File: src/rtl/ctr_pkg.sv
package ctr_pkg;
    typedef enum logic [1:0] {
        MODE_HOLD = 2'd0,
        MODE_LOAD = 2'd1,
        MODE_UP   = 2'd2,
        MODE_DOWN = 2'd3
    } ctr_mode_e;
endpackage

File: src/rtl/ctr_mode_decode.sv
module ctr_mode_decode
    import ctr_pkg::*;
(
    input  logic      load_n,
    input  logic      cnt_en_n,
    input  logic      carry_en_n,
    input  logic      dir_up,
    output ctr_mode_e mode
);
    always_comb begin
        if (!load_n) begin
            mode = MODE_LOAD;
        end else if (!cnt_en_n && !carry_en_n) begin
            mode = dir_up ? MODE_UP : MODE_DOWN;
        end else begin
            mode = MODE_HOLD;
        end
    end
endmodule

File: src/rtl/ctr_next_value.sv
module ctr_next_value
    import ctr_pkg::*;
#(
    parameter int WIDTH = 4
) (
    input  ctr_mode_e        mode,
    input  logic [WIDTH-1:0] cur,
    input  logic [WIDTH-1:0] din,
    output logic [WIDTH-1:0] nxt
);
    localparam logic [WIDTH-1:0] STEP = WIDTH'(1);

    always_comb begin
        unique case (mode)
            MODE_LOAD: nxt = din;
            MODE_UP:   nxt = cur + STEP;
            MODE_DOWN: nxt = cur - STEP;
            MODE_HOLD: nxt = cur;
            default:   nxt = cur;
        endcase
    end
endmodule

File: src/rtl/ctr_carry_gen.sv
module ctr_carry_gen #(
    parameter int WIDTH = 4
) (
    input  logic [WIDTH-1:0] cur,
    input  logic             carry_en_n,
    input  logic             dir_up,
    output logic             carry_n
);
    localparam logic [WIDTH-1:0] TOP_VAL = '1;
    localparam logic [WIDTH-1:0] BOT_VAL = '0;

    logic at_end;

    always_comb begin
        at_end  = dir_up ? (cur == TOP_VAL) : (cur == BOT_VAL);
        carry_n = !(at_end && !carry_en_n);
    end
endmodule

File: src/rtl/ctr_updown_stage.sv
module ctr_updown_stage
    import ctr_pkg::*;
#(
    parameter int WIDTH = 4
) (
    input  logic             clk,
    input  logic             load_n,
    input  logic [WIDTH-1:0] din,
    input  logic             cnt_en_n,
    input  logic             carry_en_n,
    input  logic             dir_up,
    output logic [WIDTH-1:0] count,
    output logic             carry_n
);
    localparam logic [WIDTH-1:0] TOP_VAL = '1;
    localparam logic [WIDTH-1:0] ONE     = WIDTH'(1);

    ctr_mode_e        mode;
    logic [WIDTH-1:0] count_nxt;

    ctr_mode_decode u_decode (
        .load_n     (load_n),
        .cnt_en_n   (cnt_en_n),
        .carry_en_n (carry_en_n),
        .dir_up     (dir_up),
        .mode       (mode)
    );

    ctr_next_value #(.WIDTH(WIDTH)) u_next (
        .mode (mode),
        .cur  (count),
        .din  (din),
        .nxt  (count_nxt)
    );

    ctr_carry_gen #(.WIDTH(WIDTH)) u_carry (
        .cur        (count),
        .carry_en_n (carry_en_n),
        .dir_up     (dir_up),
        .carry_n    (carry_n)
    );

    // State register: the only storage in the stage.
    always_ff @(posedge clk) begin
        count <= count_nxt;
    end

    // Checks are held off until one edge has passed.
    logic primed = 1'b0;
    always_ff @(posedge clk) begin
        primed <= 1'b1;
    end

    a_r1_load_takes_data: assert property (@(posedge clk) disable iff (!primed)
        !load_n |=> count == $past(din));

    // load overrides both enables.
    a_r2_load_beats_enables: assert property (@(posedge clk) disable iff (!primed)
        (!load_n && (cnt_en_n || carry_en_n)) |=> count == $past(din));

    a_r3_count_up: assert property (@(posedge clk) disable iff (!primed)
        (load_n && !cnt_en_n && !carry_en_n && dir_up)
        |=> count == WIDTH'($past(count) + ONE));

    a_r4_count_down: assert property (@(posedge clk) disable iff (!primed)
        (load_n && !cnt_en_n && !carry_en_n && !dir_up)
        |=> count == WIDTH'($past(count) - ONE));

    a_r5_hold: assert property (@(posedge clk) disable iff (!primed)
        (load_n && (cnt_en_n || carry_en_n)) |=> $stable(count));

    a_r6_wrap_up: assert property (@(posedge clk) disable iff (!primed)
        (load_n && !cnt_en_n && !carry_en_n && dir_up && count == TOP_VAL)
        |=> count == '0);

    a_r7_carry_gated: assert property (@(posedge clk) disable iff (!primed)
        !carry_n |-> (!carry_en_n && (dir_up ? count == TOP_VAL : count == '0)));
endmodule

File: config.mk
export PLATFORM = sky130hd
export DESIGN_NAME = ctr_updown_stage
export DESIGN_NICKNAME = d
export VERILOG_FILES = /design/src/rtl/ctr_pkg.sv /design/src/rtl/ctr_mode_decode.sv /design/src/rtl/ctr_next_value.sv /design/src/rtl/ctr_carry_gen.sv /design/src/rtl/ctr_updown_stage.sv
export SDC_FILE = /design/constraint.sdc
export NUM_CORES = 1
export LEC_CHECK = 0
export ABC_CLOCK_PERIOD_IN_PS = 3300
export BUFFER_PORTS_ARGS = -buffer_cell sky130_fd_sc_hd__buf_4
export CORE_AREA = 2 2 39 41
export CTS_BUF_LIST = sky130_fd_sc_hd__clkbuf_8 sky130_fd_sc_hd__clkbuf_16
export DETAILED_ROUTE_END_ITERATION = 12
export DIE_AREA = 0 0 41 43
export HOLD_SLACK_MARGIN = 0.08
export SLEW_MARGIN = 20
export SYNTH_ARGS = -nofsm -noshare
export SYNTH_HDL_FRONTEND = slang
export SYNTH_SLANG_ARGS = --single-unit
File: constraint.sdc
create_clock -name clk -period 3.3 [get_ports clk]
set_input_delay 0.165 -clock clk [delete_from_list [all_inputs] [get_ports clk]]
set_output_delay 0.165 -clock clk [all_outputs]
set_load 0.005 [all_outputs]
==> results by group, run 1 <==
Clock tree
  – Bufs on Longest Clock Path: 2
  – Clock-pin slew on the worst setup and hold paths: 0.03 ns
  – Number of buffers created by CTS: 3
  – Number of setup buffers added after CTS: 0
  – Hold Buf Count CTS: 0
  – Clock latency on the worst-skew pair: 0.21 ns
  – Clk sink count: 4
  – Master cell of the clock root buffer: sky130_fd_sc_hd__clkbuf_8
  – TritonCTS clock tree: built
  – Post-CTS Resized: 0
  – CTS HTree Levels: 1

Worst hold path
  – Min-Delay Path Depth: 3
  – Path type of the worst min-delay path: primary input to register
  – Worst Hold Endpoint: count[1]
  – Beginning of the worst hold path: din[1]

Cells and area
  – Area of the multi-input gates: 163.9 sq um
  – Area growth from synthesis to final layout: 53.91%
  – Diodes inserted: 0
  – Number of non-filler instances in the completed layout: between 60 and 70
  – Share of cells above drive strength 1: 42.22%
  – Largest registers in the final layout: count: 4 flops
  – Largest Register: count
  – Count of fill cells added during filler insertion: 156
  – Max FFs per register: 4
  – Count of nets after finishing: 57
  – Sequential Area: 120.1 sq um

Critical path
  – Crit path from: carry_en_n
  – Worst-path maximum fanout: 8
  – Worst path arrival time: 2.00 ns
  – Required time of the worst setup path: 3.37 ns
  – Worst Setup End Kind: register
  – Standard cell with the maximum stage delay on the critical path: sky130_fd_sc_hd__or3b_1
  – Startpoint-to-endpoint class of the critical path: primary input to register
  – CP Cell Sequence: buf_4 -> or3b_1 -> nor2_1 -> xor2_1 -> ha_1 -> or3_2 -> a211o_1 -> nand3_1
  – Setup slack, reg-to-reg: 1.54 ns
  – Count of cells along the worst register-to-register path: 5
  – Sum of buffers and inverters on the critical path: 1
  – Endpoint of the most critical register-to-register path: count[2]
  – Startpoint of the worst register-to-register path: count[1]
  – Critical Path Source Type: primary input
  – Peak per-stage delay on the critical path: 0.50 ns
  – Top cell family by delay on the critical path: simple AND/OR/NAND/NOR gates

Floorplan
  – Starting density of the core: about a fifth
  – Die X-Extent: about 41 um
  – Io pins: 14
  – Floorplan die area: 1763 sq um
  – Floorplan core area: 1384 sq um
  – Height of the chip: 43 um
  – Placement row count: 14

Route
  – # DRC: 0
  – Via count: 274
  – Wire length per cell: ~10 um
  – First-pass DRT Iterations: 2
  – Average via count per standard cell: 4.492
  – Wire length after detailed routing: between 600 and 700 um
  – Remaining number of nets flagged by the antenna check after routing: 0
  – Initial DRC Count: 2

GRT
  – Global-route wire length before repair: 1.055 mm
  – Antenna violations before repair: 0
  – Aggregate global-route resource usage: 8.981%
  – Maximum number of pins on one net before global-route repair: 9
  – Gr ovfl total: 0
  – Number of global-route vias before repair: 255

Power and ir drop
  – Power per cell area: 446.7 nW/um^2
  – Static leakage: 0.1927 nW
  – VDD IR max: 0.2142 mV

Synthesis
  – Distinct cell type count of the synthesized netlist: 17
  – Flip-flop and latch count after synthesis: 4
  – Count of yosys warnings during synthesis: 0
  – Post-Synthesis Cell Area: 287.8 sq um
  – Largest cells by area after synthesis: sky130_fd_sc_hd__edfxtp_1 (42%), sky130_fd_sc_hd__nand2_1 (9.1%), sky130_fd_sc_hd__nand4_1 (6.5%)
  – Post-synthesis average cell area: 9.593 sq um
  – Proportion of synthesized chip area in sequential cells: between 40% and 50%
  – Post-synth net total: 40
  – Cells after synthesis: 30
  – Library cell with the largest summed area after synthesis: sky130_fd_sc_hd__edfxtp_1
  – Share of the synthesized area in the top cell type: between 40% and 50%

Placement
  – Count of buffers from port buffering: 13
  – Placed Cells: 58
  – Placer's final routability congestion estimate: 0.6615

STA
  – Worst max-slew margin expressed relative to the limit: between 60% and 70%
  – Unrepaired setup endpoints after global routing: no
  – Final Cycle Share: 58.55%
  – Number of slew-limit violations in the final report: 0
  – Tightest Pin Transition: 0.5392 ns
  – Clock skew after layout: 0.001527 ns
  – Maximum clock frequency: around 520 MHz
  – Setup-failing EPs final: 0
  – Final Critical Period: 1.932 ns
  – Aggregate negative setup slack: 0 ns
  – Fin. Hold Viols: 0

Status
  – Result of the run: complete, no violations

Flow run
  – Count of maximum capacitance violations: 0
-- cell families after synthesis --
group                      count (synthesis)  synth area share, %
DFF                                        4                41.74
buffers and inverters                      1                1.303
and+or+nand+nor                           18                36.52
adders and majority gates                  1                4.347
AOI/OAI and AO/OA                          4                9.566
xor gates and xnor gates                   1                3.044
muxes                                      1                3.478
-- worst min-delay path: stages --
cell	delay (ns)
sky130_fd_sc_hd__buf_4	0.07
sky130_fd_sc_hd__nand2_1	0.03
sky130_fd_sc_hd__nand2_1	0.05
-- final cells by class --
type | instances | share of cell area, %
Timing Repair Buffer | 13 | 22.03
Tap cell | 16 | 4.520
Clock buffer | 3 | 9.322
Sequential cell | 4 | 27.12
Multi-Input combinational cell | 25 | 37.01
-- worst max path at each step --
stage | cells past startpoint | slack (ns) | endpoint
finish | 8 | 1.37 | count[2]
CTS | 8 | 1.35 | count[2]
floorplan | 8 | 1.37 | count[2]
detailed placement | 8 | 1.14 | count[2]
global placement | 8 | 1.19 | count[2]
global route | 8 | 1.26 | count[2]
-- cells in the final DEF, fill, tap and decap left out --
master | Yosys | layout
sky130_fd_sc_hd__nor2_1 | 1 | 1
sky130_fd_sc_hd__buf_4 | 0 | 13
sky130_fd_sc_hd__or3b_1 | 1 | 1
sky130_fd_sc_hd__mux2i_1 | 1 | 1
sky130_fd_sc_hd__nand4_1 | 3 | 3
sky130_fd_sc_hd__nand3_1 | 1 | 1
sky130_fd_sc_hd__nand2b_1 | 1 | 1
sky130_fd_sc_hd__nand3_2 | 1 | 1
sky130_fd_sc_hd__ha_1 | 1 | 1
sky130_fd_sc_hd__o21ai_0 | 2 | 2
sky130_fd_sc_hd__clkbuf_8 | 0 | 3
sky130_fd_sc_hd__a211o_1 | 2 | 2
sky130_fd_sc_hd__nor3b_1 | 1 | 1
sky130_fd_sc_hd__or4_4 | 1 | 1
sky130_fd_sc_hd__edfxtp_1 | 4 | 4
sky130_fd_sc_hd__nand2_1 | 7 | 7
sky130_fd_sc_hd__or3_2 | 1 | 1
sky130_fd_sc_hd__xor2_1 | 1 | 1
-- stage by stage --
step	power [mW]	area, sq um	utilization, %	setup slack, ns	hold slack, ns
2_1_floorplan	0.08117	287.8	-	1.369	0.3464
3_3_place_gp	0.09897	401.6	29.02	1.192	0.4343
3_5_place_dp	0.09955	401.6	29.02	1.137	0.4363
4_1_cts	0.2006	442.9	32.01	1.351	0.2181
5_1_grt	0.2083	442.9	32.01	1.255	0.2312
6_report	0.1978	442.9	32.01	1.368	0.2207
-- cells in the mapped netlist --
master and instances:
sky130_fd_sc_hd__nand2_1 7, sky130_fd_sc_hd__edfxtp_1 4, sky130_fd_sc_hd__nand4_1 3, sky130_fd_sc_hd__a211o_1 2
sky130_fd_sc_hd__o21ai_0 2, sky130_fd_sc_hd__clkbuf_1 1, sky130_fd_sc_hd__ha_1 1, sky130_fd_sc_hd__mux2i_1 1
sky130_fd_sc_hd__nand2b_1 1, sky130_fd_sc_hd__nand3_1 1, sky130_fd_sc_hd__nand3_2 1, sky130_fd_sc_hd__nor2_1 1
sky130_fd_sc_hd__nor3b_1 1, sky130_fd_sc_hd__or3_2 1, sky130_fd_sc_hd__or3b_1 1, sky130_fd_sc_hd__or4_4 1
sky130_fd_sc_hd__xor2_1 1
-- metal layers --
layer / share of wire, % / global-route usage, % / vias up
met5: 0 / 0 / -
met4: 0.82 / 6.000 / 0
met3: 6.0 / 3.141 / 2
met2: 48 / 12.81 / 9
met1: 45 / 10.78 / 119
li1: - / - / 144
-- power by group --
| group | internal, mW | leakage [nW] | total (mW) | switching (mW) |
|---|---|---|---|---|
| sequential | 0.0623 | 0.0402 | 0.0677 | 0.00543 |
| combinational | 0.0181 | 0.131 | 0.0306 | 0.0125 |
| clock | 0.0774 | 0.0216 | 0.0995 | 0.0221 |
(Power assumes the default switching activity.)
==> run 2: changes to the inputs <==
--- a/config.mk
+++ b/config.mk
@@ -5,7 +5,7 @@
 export SDC_FILE = /design/constraint.sdc
 export NUM_CORES = 1
 export LEC_CHECK = 0
-export ABC_CLOCK_PERIOD_IN_PS = 3300
+export ABC_CLOCK_PERIOD_IN_PS = 1700
 export BUFFER_PORTS_ARGS = -buffer_cell sky130_fd_sc_hd__buf_4
 export CORE_AREA = 2 2 39 41
 export CTS_BUF_LIST = sky130_fd_sc_hd__clkbuf_8 sky130_fd_sc_hd__clkbuf_16
==> constraint.sdc (replaced) <==
create_clock -name clk -period 1.7 [get_ports clk]
set_input_delay 0.085 -clock clk [delete_from_list [all_inputs] [get_ports clk]]
set_output_delay 0.085 -clock clk [all_outputs]
set_load 0.005 [all_outputs]
==> run 2 against run 1 <==
  * Routed wire length increased by 9.6%
  * Sequential share of layout area decreased by 3.2 points
  * Critical path type is now register to register
  * Clock skew grew 0.0037 ns
  * Register-to-register slack got worse by 1.5 ns
==> results by group, run 2 (synthesized netlist as in run 1, its figures left out) <==
STA
  – Clock skew after layout: roughly 0.0052 ns
  – Tightest Pin Transition: 0.4792 ns
  – Fin. Hold Viols: 0
  – Least setup slack across all paths after layout: roughly 0.074 ns
  – Unrepaired setup endpoints after global routing: yes
  – Final Cycle Share: 95.68%
  – Maximum clock frequency: 614.8 MHz
  – Final Critical Period: 1.626 ns
  – Post-Route Hold Slack: around 0.14 ns
  – Setup-failing EPs final: 0
  – Aggregate negative setup slack: 0 ns
  – Number of slew-limit violations in the final report: 0
  – Worst max-slew margin expressed relative to the limit: 67.98%

Placement
  – Setup slack at placement: -0.1112 ns
  – Count of buffers from port buffering: 13
  – Hpwl dp: 560.3 um
  – Placer's final routability congestion estimate: approximately 0.74

Cells and area
  – Count of fill cells added during filler insertion: 151
  – Area growth from synthesis to final layout: 74.35%
  – Commonest non-fill, non-tap cell in the layout: sky130_fd_sc_hd__buf_4
  – Largest Register: count
  – Diodes inserted: 0
  – Commonest non-fill, non-tap cells in the layout: sky130_fd_sc_hd__buf_4 (19), sky130_fd_sc_hd__nand2_1 (7), sky130_fd_sc_hd__edfxtp_1 (4), sky130_fd_sc_hd__nand4_1 (3), sky130_fd_sc_hd__clkbuf_8 (3)
  – Count of nets after finishing: 63
  – Share of cells above drive strength 1: a little over half
  – Max FFs per register: 4
  – Largest registers in the final layout: count: 4 flops

Route
  – Wire length after detailed routing: 671 um
  – Initial DRC Count: 3
  – Average via count per standard cell: 4.507
  – # DRC: 0
  – Remaining number of nets flagged by the antenna check after routing: 0
  – First-pass DRT Iterations: 2
  – Via count: roughly 300
  – Wire length per cell: approximately 10 um

Floorplan
  – Floorplan die area: roughly 1800 sq um
  – Starting density of the core: between 20 and 25%
  – Placement row count: 14
  – Height of the chip: 43 um
  – Die X-Extent: 41 um
  – Floorplan core area: 1384 sq um
  – Io pins: 14

GRT
  – Gr ovfl total: 0
  – Routing layer with the top usage in global route: met2
  – Met1 Use GR: 12.46%
  – Aggregate global-route resource usage: slightly above 10%
  – Antenna violations before repair: 0
  – Met3 usage in global routing: 3.141%
  – Maximum number of pins on one net before global-route repair: 8
  – Met2 Resource Use GR: 13.75%
  – Global-route wire length before repair: 1.131 mm
  – Number of global-route vias before repair: 291

Critical path
  – Required time of the worst setup path: 1.78 ns
  – Worst path arrival time: 1.70 ns
  – Startpoint-to-endpoint class of the critical path: register to register
  – Critical Path Source Type: register
  – Worst-path maximum fanout: 5
  – Worst Setup End Kind: register

Power and ir drop
  – Internal Power: 318.5 uW
  – Switching part of the total power: 21.40%
  – Net load switching power: between 80 and 90 uW
  – Static leakage: between 0.2 and 0.25 nW
  – VDD IR max: 0.4635 mV
  – Part of the total power dissipated in combinational logic: 18.7%
  – Clk pwr share: approximately 49%
  – Proportion of power drawn by flip-flops and latches: 32.2%
  – Power per cell area: 807.8 nW/um^2

Status
  – Result of the run: complete, no violations

Clock tree
  – Master cell of the clock root buffer: sky130_fd_sc_hd__clkbuf_8
  – CTS HTree Levels: 1
  – Bufs on Longest Clock Path: 2
  – TritonCTS clock tree: built
  – Clock-pin slew on the worst setup and hold paths: around 0.030 ns
  – Clock latency on the worst-skew pair: 0.22 ns
  – Post-CTS Resized: 0
  – Hold Buf Count CTS: 0
  – Number of buffers created by CTS: 3
  – Clk sink count: 4

Flow run
  – Count of maximum capacitance violations: 0

Worst hold path
  – Path type of the worst min-delay path: primary input to register
## run 2: area by class of cell
type                    count  area, sq um  share of cell area (%)
well taps                  16        20.02                   3.990
clock buffers               3        41.29                   8.229
multi-input cells          25        177.7                   35.41
flip-flops and latches      4        120.1                   23.94
repair buffers             19        142.6                   28.43
## run 2: metal layers
layer  part of all wire (%)  vias to the layer above
met2                     54                        7
met1                     42                      137
met5                      0                        -
met3                    3.7                        0
li1                       -                      158
met4                      0                        0
## run 2: critical path: stages, from the launching register on
cell                       delay, ns
sky130_fd_sc_hd__edfxtp_1       0.44
sky130_fd_sc_hd__xor2_1         0.18
sky130_fd_sc_hd__ha_2           0.18
sky130_fd_sc_hd__or3_4          0.32
sky130_fd_sc_hd__a211o_1        0.29
sky130_fd_sc_hd__nand3_1        0.08
## run 2: worst paths after layout
check | cells after the start | slack (ns) | endpoint | startpoint
setup / recovery | 5 | 0.07 | count[2] | count[1]
setup reg to reg | 5 | 0.07 | count[2] | count[1]
hold / removal | 3 | 0.14 | count[1] | din[1]
hold reg to reg | 1 | 0.70 | count[0] | count[0]
## run 2: timing repair
item / 4_1_cts / 5_1_grt
pin swaps: 0 / 1
endpoints found under the setup margin: 1 / 2
hold endpoints to repair: 0 / 0
buffers inserted: 0 / 1
## run 2: power by group through the flow
stage	combinational, mW	clock [mW]	sequential [mW]
after floorplan	0.0305	0	0.132
after global placement	0.0768	0	0.131
after detailed placement	0.0780	0	0.131
after CTS	0.0740	0.204	0.132
after global routing	0.0851	0.212	0.132
final	0.0756	0.199	0.131
## run 2: through the flow
stage	utilization, %	instance area (sq um)	power [mW]	cells
detailed placement	33.27	460.4	0.2092	64
global route	36.26	501.7	0.4290	67
CTS	35.71	494.2	0.4096	66
global placement	33.27	460.4	0.2075	64
floorplan	-	311.5	0.1623	30
finish	36.26	501.7	0.4053	67
